[src/rtl/wbuf_width_calc.sv]
module wbuf_width_calc #(
  parameter int WAYS   = 16,
  parameter int CNT_W  = 16,
  parameter int FRAC_W = 8,
  parameter int FLOOR  = 3
) (
  input  logic                         clk,
  input  logic                         rst_n,
  input  logic                         rd_hit,
  input  logic [$clog2(WAYS)-1:0]      rd_pos,
  input  logic                         wr_hit,
  input  logic [$clog2(WAYS)-1:0]      wr_pos,
  input  logic                         epoch_end,
  input  logic [FRAC_W-1:0]            rd_thr,
  input  logic [FRAC_W-1:0]            wr_thr,
  output logic                         busy,
  output logic                         done,
  output logic [$clog2(WAYS+1)-1:0]    rd_lim,
  output logic [$clog2(WAYS+1)-1:0]    wr_lim,
  output logic [$clog2(WAYS+1)-1:0]    wb_width
);
  localparam int PW = $clog2(WAYS);
  localparam int LW = $clog2(WAYS + 1);
  localparam int TW = CNT_W + PW + 1;
  localparam int MW = TW + FRAC_W;

  logic [WAYS-1:0][CNT_W-1:0] rd_cnt, wr_cnt;
  logic [TW-1:0] rd_tot, wr_tot, rd_sum, wr_sum;
  logic [PW-1:0] idx;
  logic          rd_ok, wr_ok;
  logic [LW-1:0] rd_n, wr_n;

  always_comb begin
    rd_tot = '0;
    wr_tot = '0;
    for (int i = 0; i < WAYS; i++) begin
      rd_tot = rd_tot + TW'(rd_cnt[i]);
      wr_tot = wr_tot + TW'(wr_cnt[i]);
    end
  end

  wire [TW-1:0] rd_sum_nx = rd_sum + TW'(rd_cnt[idx]);
  wire [TW-1:0] wr_sum_nx = wr_sum + TW'(wr_cnt[idx]);
  wire rd_fit = (MW'(rd_sum_nx) << FRAC_W) <= MW'(rd_thr) * MW'(rd_tot);
  wire wr_fit = (MW'(wr_sum_nx) << FRAC_W) <= MW'(wr_thr) * MW'(wr_tot);
  wire rd_ok_nx = rd_ok & rd_fit;
  wire wr_ok_nx = wr_ok & wr_fit;
  wire [LW-1:0] rd_n_nx = rd_n + LW'(rd_ok_nx);
  wire [LW-1:0] wr_n_nx = wr_n + LW'(wr_ok_nx);
  wire last = busy && (idx == PW'(WAYS - 1));

  wire [LW-1:0] rd_res = (rd_tot == '0) ? LW'(WAYS) : rd_n_nx;
  wire [LW-1:0] wr_res = (wr_tot == '0) ? LW'(WAYS) : wr_n_nx;
  wire [LW-1:0] mn_res = (rd_res < wr_res) ? rd_res : wr_res;
  wire [LW-1:0] wd_res = (mn_res < LW'(FLOOR)) ? LW'(FLOOR) : mn_res;

  always_ff @(posedge clk or negedge rst_n) begin
    if (!rst_n) begin
      busy <= 1'b0; done <= 1'b0; idx <= '0;
      rd_sum <= '0; wr_sum <= '0; rd_ok <= 1'b0; wr_ok <= 1'b0;
      rd_n <= '0; wr_n <= '0;
      rd_lim <= LW'(WAYS); wr_lim <= LW'(WAYS); wb_width <= LW'(WAYS);
    end else begin
      done <= 1'b0;
      if (!busy) begin
        if (epoch_end) begin
          busy <= 1'b1; idx <= '0;
          rd_sum <= '0; wr_sum <= '0; rd_ok <= 1'b1; wr_ok <= 1'b1;
          rd_n <= '0; wr_n <= '0;
        end
      end else if (last) begin
        busy <= 1'b0; done <= 1'b1;
        rd_lim <= rd_res; wr_lim <= wr_res; wb_width <= wd_res;
      end else begin
        idx <= idx + 1'b1;
        rd_sum <= rd_sum_nx; wr_sum <= wr_sum_nx;
        rd_ok <= rd_ok_nx; wr_ok <= wr_ok_nx;
        rd_n <= rd_n_nx; wr_n <= wr_n_nx;
      end
    end
  end

  always_ff @(posedge clk or negedge rst_n) begin
    if (!rst_n) begin
      rd_cnt <= '0;
      wr_cnt <= '0;
    end else begin
      for (int i = 0; i < WAYS; i++) begin
        if (!busy) begin
          if (rd_hit && rd_pos == PW'(i) && rd_cnt[i] != '1) rd_cnt[i] <= rd_cnt[i] + 1'b1;
          if (wr_hit && wr_pos == PW'(i) && wr_cnt[i] != '1) wr_cnt[i] <= wr_cnt[i] + 1'b1;
        end else if (last) begin
          rd_cnt[i] <= rd_cnt[i] >> 1;
          wr_cnt[i] <= wr_cnt[i] >> 1;
        end
      end
    end
  end

  a_r7_done_pulse: assert property (@(posedge clk) disable iff (!rst_n)
    done |=> !done);
  a_r7_done_ends_walk: assert property (@(posedge clk) disable iff (!rst_n)
    done |-> !busy && $past(busy));
  a_r6_width_range: assert property (@(posedge clk) disable iff (!rst_n)
    wb_width >= LW'(FLOOR) && wb_width <= LW'(WAYS));
  a_r6_width_source: assert property (@(posedge clk) disable iff (!rst_n)
    wb_width == rd_lim || wb_width == wr_lim || wb_width == LW'(FLOOR));
  a_r8_frozen_in_walk: assert property (@(posedge clk) disable iff (!rst_n)
    busy && !last |=> $stable(rd_cnt) && $stable(wr_cnt));
  a_r3_hold_between_epochs: assert property (@(posedge clk) disable iff (!rst_n)
    !done |-> $stable(rd_lim) && $stable(wr_lim) && $stable(wb_width));
  a_r9_halve_on_done: assert property (@(posedge clk) disable iff (!rst_n)
    last |=> rd_cnt[0] == ($past(rd_cnt[0]) >> 1));
endmodule

[config.mk]
export PLATFORM = sky130hd
export DESIGN_NAME = wbuf_width_calc
export DESIGN_NICKNAME = d
export VERILOG_FILES = /design/src/rtl/wbuf_width_calc.sv
export SDC_FILE = /design/constraint.sdc
export NUM_CORES = 2
export LEC_CHECK = 0
export BUFFER_PORTS_ARGS = -buffer_cell sky130_fd_sc_hd__clkbuf_2
export CAP_MARGIN = 10
export CORE_ASPECT_RATIO = 1.4
export CORE_MARGIN = 5
export CORE_UTILIZATION = 34
export CTS_BUF_LIST = sky130_fd_sc_hd__clkbuf_2 sky130_fd_sc_hd__clkbuf_4 sky130_fd_sc_hd__clkbuf_8
export CTS_CLUSTER_DIAMETER = 40
export CTS_CLUSTER_SIZE = 20
export DETAILED_ROUTE_END_ITERATION = 8
export SYNTH_ARGS = -nofsm -noshare
export SYNTH_HDL_FRONTEND = slang
export SYNTH_SLANG_ARGS = --single-unit
export TNS_END_PERCENT = 30
[constraint.sdc]
create_clock -name clk -period 17.3 [get_ports clk]
set_clock_uncertainty 0.05 [all_clocks]
set_input_delay 1.73 -clock clk [delete_from_list [all_inputs] [get_ports clk]]
set_output_delay 1.73 -clock clk [all_outputs]
set_load 0.01 [all_outputs]
## Word-level counts from Yosys, hierarchy flattened

Index checks and enable logic that the tools add are counted.

- Input port bits: 29
- Register bits after elaboration: 587
- Word-level logic and storage cells: 448

- Equality and inequality tests: 65
- Magnitude comparators: 5
- Reduce and logical (&&, ||, !) cells: 136
- Bitwise operators: 2
- Multipliers: 2
- Muxes and demuxes: 127
- Add/subtract/negate cells: 67

Operator list:

| cell | number |
|---|---|
| 2-to-1 mux 16 bit | 98 |
| adder 16 x 1 -> 16 bit (second input constant) | 32 |
| inequality test 16 bit (second input constant) | 32 |
| adder 21 x 16 -> 21 bit | 22 |
| binary-select mux 16 bit (select 4 bit) | 2 |
| 2-to-1 mux 21 bit | 5 |
| equality test 4 bit (second input constant) | 17 |
| AND reduction 2 bit | 34 |
| nonzero test 2 bit | 33 |
| logical AND 1 bit | 65 |
| less-or-equal comparator 29 bit | 2 |
| multiplier 8 x 21 -> 29 bit | 2 |
| 2-to-1 mux 5 bit | 9 |
| adder 20 x 16 -> 21 bit | 2 |
| zero test 21 bit | 2 |
| adder 19 x 16 -> 20 bit | 2 |
| adder 18 x 16 -> 19 bit | 2 |
| adder 17 x 16 -> 18 bit | 2 |
| adder 16 x 16 -> 17 bit | 2 |
| equality test 4 x 3 -> 1 bit (second input constant) | 8 |
| equality test 4 x 2 -> 1 bit (second input constant) | 4 |
| 2-to-1 mux 4 bit | 3 |
| adder 5 x 1 -> 5 bit | 2 |
| 2-to-1 mux 1 bit | 10 |
| other kinds (9) | 12 |

## Longest topological paths before layout

- Word-level depth: 24
- Depth in mapped cells: 62
- Gate-level depth less buffers: 62

## Worst setup path before layout

No wires, ideal clock.

- Kind: register to register
- Start point: register wr_cnt[2] in the netlist's numbering
- End point: register wb_width[0]
- Data arrival time: 13.281 ns
- Required time: 17.160 ns
- Setup slack: 3.879 ns
- Cell stages (with the launch flop): 59
- Setup time: 0.090 ns
- Cells stage by stage: dfrtp_1 -> clkbuf_1 -> inv_1 -> fa_1 -> inv_1 -> fa_1 -> fa_1 -> fa_1 -> inv_1 -> fa_1 -> fa_1 -> inv_1 -> ha_1 -> fa_1 -> a211oi_1 -> o21a_1 -> o31ai_1 -> xnor2_1 -> [23 not listed] -> nand2b_1 -> a21oi_1 -> a32oi_1 -> nor2b_1 -> ha_1 -> ha_1 -> xor2_1 -> nand2_1 -> ha_1 -> a21o_1 -> a21o_1 -> a21oi_1 -> inv_1 -> a41oi_1 -> a41oi_2 -> and3b_2 -> o2bb2a_1 -> o221ai_1

- Word-level cells in the longest chain between the ends: 24
- Elaborated cells between the ends (all ways): 28
- Classes of those cells: add/sub: 17; mul: 1; order compare: 3; mux: 5; bitwise: 1; reduce/logical: 1

Ends and longest elaborated chain:

| item | RTL line | source |
|---|---|---|
| start, declared | 27 | `logic [WAYS-1:0][CNT_W-1:0] rd_cnt, wr_cnt;` |
| start signal, assigned by index | 94 | `wr_cnt[i] <= wr_cnt[i] >> 1;` |
| adder 16 x 16 -> 17 bit | 38 | `wr_tot = wr_tot + TW'(wr_cnt[i]);` |
| adder 17 x 16 -> 18 bit | 38 |  |
| adder 18 x 16 -> 19 bit | 38 |  |
| adder 19 x 16 -> 20 bit | 38 |  |
| adder 20 x 16 -> 21 bit | 38 |  |
| adder 21 x 16 -> 21 bit (10 in series) | 38 |  |
| multiplier 8 x 21 -> 29 bit | 45 | `wire wr_fit = (MW'(wr_sum_nx) << FRAC_W) <= MW'(wr_thr) * MW'(wr_tot);` |
| less-or-equal comparator 29 bit | 45 |  |
| AND 1 bit | 47 | `wire wr_ok_nx = wr_ok & wr_fit;` |
| adder 5 x 1 -> 5 bit | 49 | `wire [LW-1:0] wr_n_nx = wr_n + LW'(wr_ok_nx);` |
| 2-to-1 mux 5 bit * | 53 | `wire [LW-1:0] wr_res = (wr_tot == '0) ? LW'(WAYS) : wr_n_nx;` |
| < comparator 5 bit | 54 | `wire [LW-1:0] mn_res = (rd_res < wr_res) ? rd_res : wr_res;` |
| 2-to-1 mux 5 bit * | 54 |  |
| < comparator 5 x 2 -> 1 bit | 55 | `wire [LW-1:0] wd_res = (mn_res < LW'(FLOOR)) ? LW'(FLOOR) : mn_res;` |
| 2-to-1 mux 5 bit * | 55 |  |
| end signal, assigned | 62 | `rd_lim <= LW'(WAYS); wr_lim <= LW'(WAYS); wb_width <= LW'(WAYS);` |
| end signal, assigned | 73 | `rd_lim <= rd_res; wr_lim <= wr_res; wb_width <= wd_res;` |
| end, declared | 20 | `output logic [$clog2(WAYS+1)-1:0] wb_width` |

Mark *: on every way between the ends. The rest lies on a longest branch, timed or not. The select of a mux whose other input is x is not followed.
A chain may end at the register's enable or synchronous reset.

## Worst setup path in the final report

- Start point: register wr_cnt[2] in the netlist's numbering
- End point: register wb_width[1]

The elaborated chain is that of the path after synthesis.

==> tab_implementation.tex <==
\begin{tabular}{lr}
\hline
Metric & Value \\
\hline
\multicolumn{2}{l}{\textbf{Setup path}} \\
Logic depth of the worst register-to-register path & between 50 and 60 \\
Worst setup path category & flop to flop \\
RR Startpoint & wr\_cnt[2] \\
Endpoint kind of the worst setup timing path & flop \\
First element of the critical path & wr\_cnt[2] \\
Library cell appearing most often on the critical path & fa\_1 \\
Worst Path Arrival & $\sim$16 ns \\
CP max stage delay & roughly 0.56 ns \\
Critical path endpoint & wb\_width[1] \\
Worst reg2reg endpoint & wb\_width[1] \\
Register-to-register path setup slack & around 2.1 ns \\
Category of the worst setup path launch point & flop \\
Cell type of the slowest stage on the worst timing path & fa\_1 \\
Required time reported for the critical path endpoint & approximately 18 ns \\
Largest fanout of any net on the critical path & 9 \\
\multicolumn{2}{l}{\textbf{Drt}} \\
Count of vias placed by the detailed router & around 53k \\
DR WL met3 & 13600 um \\
Antenna-violating nets left & 0 \\
Topmost layer with routed signal wires & met5 \\
Post-detailed-route via-to-cell ratio & 5.64 \\
Met2 wirelength from detailed routing & 94900 um \\
DRC violations left & 0 \\
Detailed Route WL & between 150000 and 200000 um \\
Wire per inst & about 21 um \\
Pre-antenna DRT Iters & 8 \\
Iteration-0 DRC Markers & between 5k and 6k \\
Met1 WL & about 80000 um \\
\multicolumn{2}{l}{\textbf{Global route}} \\
All-Layer GR Usage & 0.203 \\
Antenna violations before repair & 10 \\
Largest net degree at the start of global routing & between 150 and 200 \\
GR Overflow Total & 0 \\
Vias in the first global route & about 52k \\
Global-route wire length before repair & 309000 um \\
\multicolumn{2}{l}{\textbf{Synth}} \\
Fraction of registers with async set or reset after synthesis & 1.00 \\
Net count after synthesis & $\sim$8k \\
Number of distinct library cell variants in the gate-level netlist after synthesis & 93 \\
Post-synth EDFFs & 0 \\
Number of warnings reported in the yosys synthesis log & 0 \\
Synth Register Bits & slightly below 600 \\
Area share of the leading cell type in the synthesized netlist & 0.234 \\
Synth Area per Inst & approximately 8.9 um\^{}2 \\
Summed instance area of the synthesized netlist & between 60000 and 70000 um\^{}2 \\
Post-synth top area cell & dfrtp\_1 \\
Post-synth top cells & inv\_1 (893), o21ai\_0 (778), fa\_1 (670) \\
Post-synthesis sequential area ratio & 0.235 \\
Cell with the most instances after synthesis & inv\_1 \\
Count of mapped cells out of synthesis & slightly above 7k \\
Leading cell types by total area after synthesis & dfrtp\_1 (23\%), fa\_1 (21\%), o21ai\_0 (6.2\%) \\
Most used flip-flop cell after synthesis & dfrtp\_1 \\
\multicolumn{2}{l}{\textbf{Floorplan}} \\
Width of the chip & around 370 um \\
Area inside the core boundary & 183000 um\^{}2 \\
Number of rows in the core area & 186 \\
Top-Level Pins & 46 \\
Die Height & 518 um \\
DIE AREA & roughly 190000 um\^{}2 \\
Initial core utilization & 0.341 \\
\multicolumn{2}{l}{\textbf{STA}} \\
Worst hold slack after final layout & about 0.43 ns \\
Relative max-transition margin & 0.180 \\
Measured slew at the worst slew-check pin & roughly 1.2 ns \\
RSZ-0062 raised after global routing & no \\
Number of setup violations in the final report & 0 \\
Final-report hold violation count & 0 \\
Number of pins with negative max-slew slack in the final report & 0 \\
Final total negative setup slack & 0 ns \\
Maximum clock frequency & approximately 66 MHz \\
Ratio of final minimum period to clock period & 0.877 \\
Crit path time final & $\sim$15 ns \\
\multicolumn{2}{l}{\textbf{Final layout}} \\
Number of nets in the layout & approximately 7.8k \\
Fill count & 18.8k \\
Final core utilization & 0.367 \\
Fraction of layout instances using a drive strength above 1 & 0.0716 \\
Final cell count without fillers & between 9k and 10k \\
P\&R area growth vs syn & 7.51\% \\
\multicolumn{2}{l}{\textbf{Place}} \\
Number of port buffers & between 40 and 50 \\
Placed cell count & about 9k \\
Placed wire-length estimate after detailed placement & 152000 um \\
Final GP Congestion & around 0.95 \\
\multicolumn{2}{l}{\textbf{Outcome}} \\
Result of the run & finished, final reports clean \\
\multicolumn{2}{l}{\textbf{Clock network}} \\
Max Root-Sink Buffers & 3 \\
Number of hold-repair buffers added at the cts stage & 0 \\
Clock Sink Count & 587 \\
Gates resized, CTS repair & 0 \\
CTS Root Buffer Type & clkbuf\_8 \\
H-tree levels & 3 \\
Number of buffers inserted during clock tree synthesis & 96 \\
Clock tree from TritonCTS & built \\
Setup fix buffers added after clock tree synthesis & 0 \\
Insertion delay to the later sink of the worst-skew pair & around 0.84 ns \\
Post-CTS clock slew at the launch and capture registers of the worst setup and hold paths & about 0.08 ns \\
\multicolumn{2}{l}{\textbf{Run}} \\
Max Cap Viol & 0 \\
\multicolumn{2}{l}{\textbf{Min path}} \\
Class of the tightest hold or removal check & flop to flop \\
\hline
\end{tabular}
[area by class of cell]
class	instances	area, um^2	area share
Timing Repair Buffer	96	688	0.0102
Antenna cell	4	10.0	0.000149
Multi-Input combinational cell	5197	43100	0.641
Sequential cell	587	14700	0.219
Clock buffer	107	1440	0.0214
Inverter	895	3370	0.0501
Tap cell	2444	3060	0.0455
Clock inverter	75	871	0.0129
[sequential cells by signal, summed over array words and instances, names as in the netlist]
name	cells
rd_cnt	256
wr_cnt	256
rd_sum	21
wr_sum	21
rd_lim	5
rd_n	5
wb_width	5
wr_lim	5
wr_n	5
idx	4
busy	1
done	1
rd_ok	1
wr_ok	1
[layout by cell type, fill, tap and decap left out, types with 142 or more instances in the layout]
cell type and count:
inv_1 891, o21ai_0 778, fa_1 670, dfrtp_1 580, nor2_1 556, a21oi_1 434
nand2_1 404, ha_1 271, and2_1 247, nand3_1 243, a22oi_1 165, mux4_2 160
and3_1 159, nor3_1 155, a31oi_1 142
[cell families after synthesis]
family | count (synthesis) | synth area share
buffers and inverters | 1259 | 0.0762
flip-flops | 587 | 0.235
adder cells (fa/ha/maj) | 941 | 0.269
AO/OA/AOI/OAI | 1873 | 0.176
AND/OR/NAND/NOR | 2019 | 0.157
XOR/XNOR | 138 | 0.0193
multiplexers | 226 | 0.0681
[how the worst min path moves through the flow]
stage / cells past startpoint / slack [ns] / from / end
after global placement: 1 / 0.41 / wr_ok / wr_ok
after detailed placement: 1 / 0.41 / wr_ok / wr_ok
after floorplan: 1 / 0.39 / wr_ok / wr_ok
final: 1 / 0.43 / wr_ok / wr_ok
after global routing: 1 / 0.45 / wr_ok / wr_ok
after CTS: 1 / 0.43 / wr_ok / wr_ok
[metal layers]
metal,global-route usage,vias to the layer above
met3,0.0345,410
met5,0,-
met4,0.0881,12
met2,0.336,1947
li1,-,24000
met1,0.261,26700
[worst max-delay path: cells and delay by family, from the launching register on]
kind,cells,cell delay (ns)
AOI/OAI and AO/OA,23,4.69
xor gates and xnor gates,3,0.91
adders and majority gates,17,7.22
buffers and inverters,7,0.53
DFF,1,0.51
and+or+nand+nor,7,1.15
[per-stage QoR]
stage / area [um^2] / setup slack, ns
finish: 67300 / 2.13
global route: 67300 / 0.980
CTS: 67200 / 2.11
global placement: 64900 / 2.49
floorplan: 62600 / 3.88
detailed placement: 64900 / 2.19
Power is not shown: default switching activity piles up to over one toggle a cycle in this logic, so the estimate is an artifact.
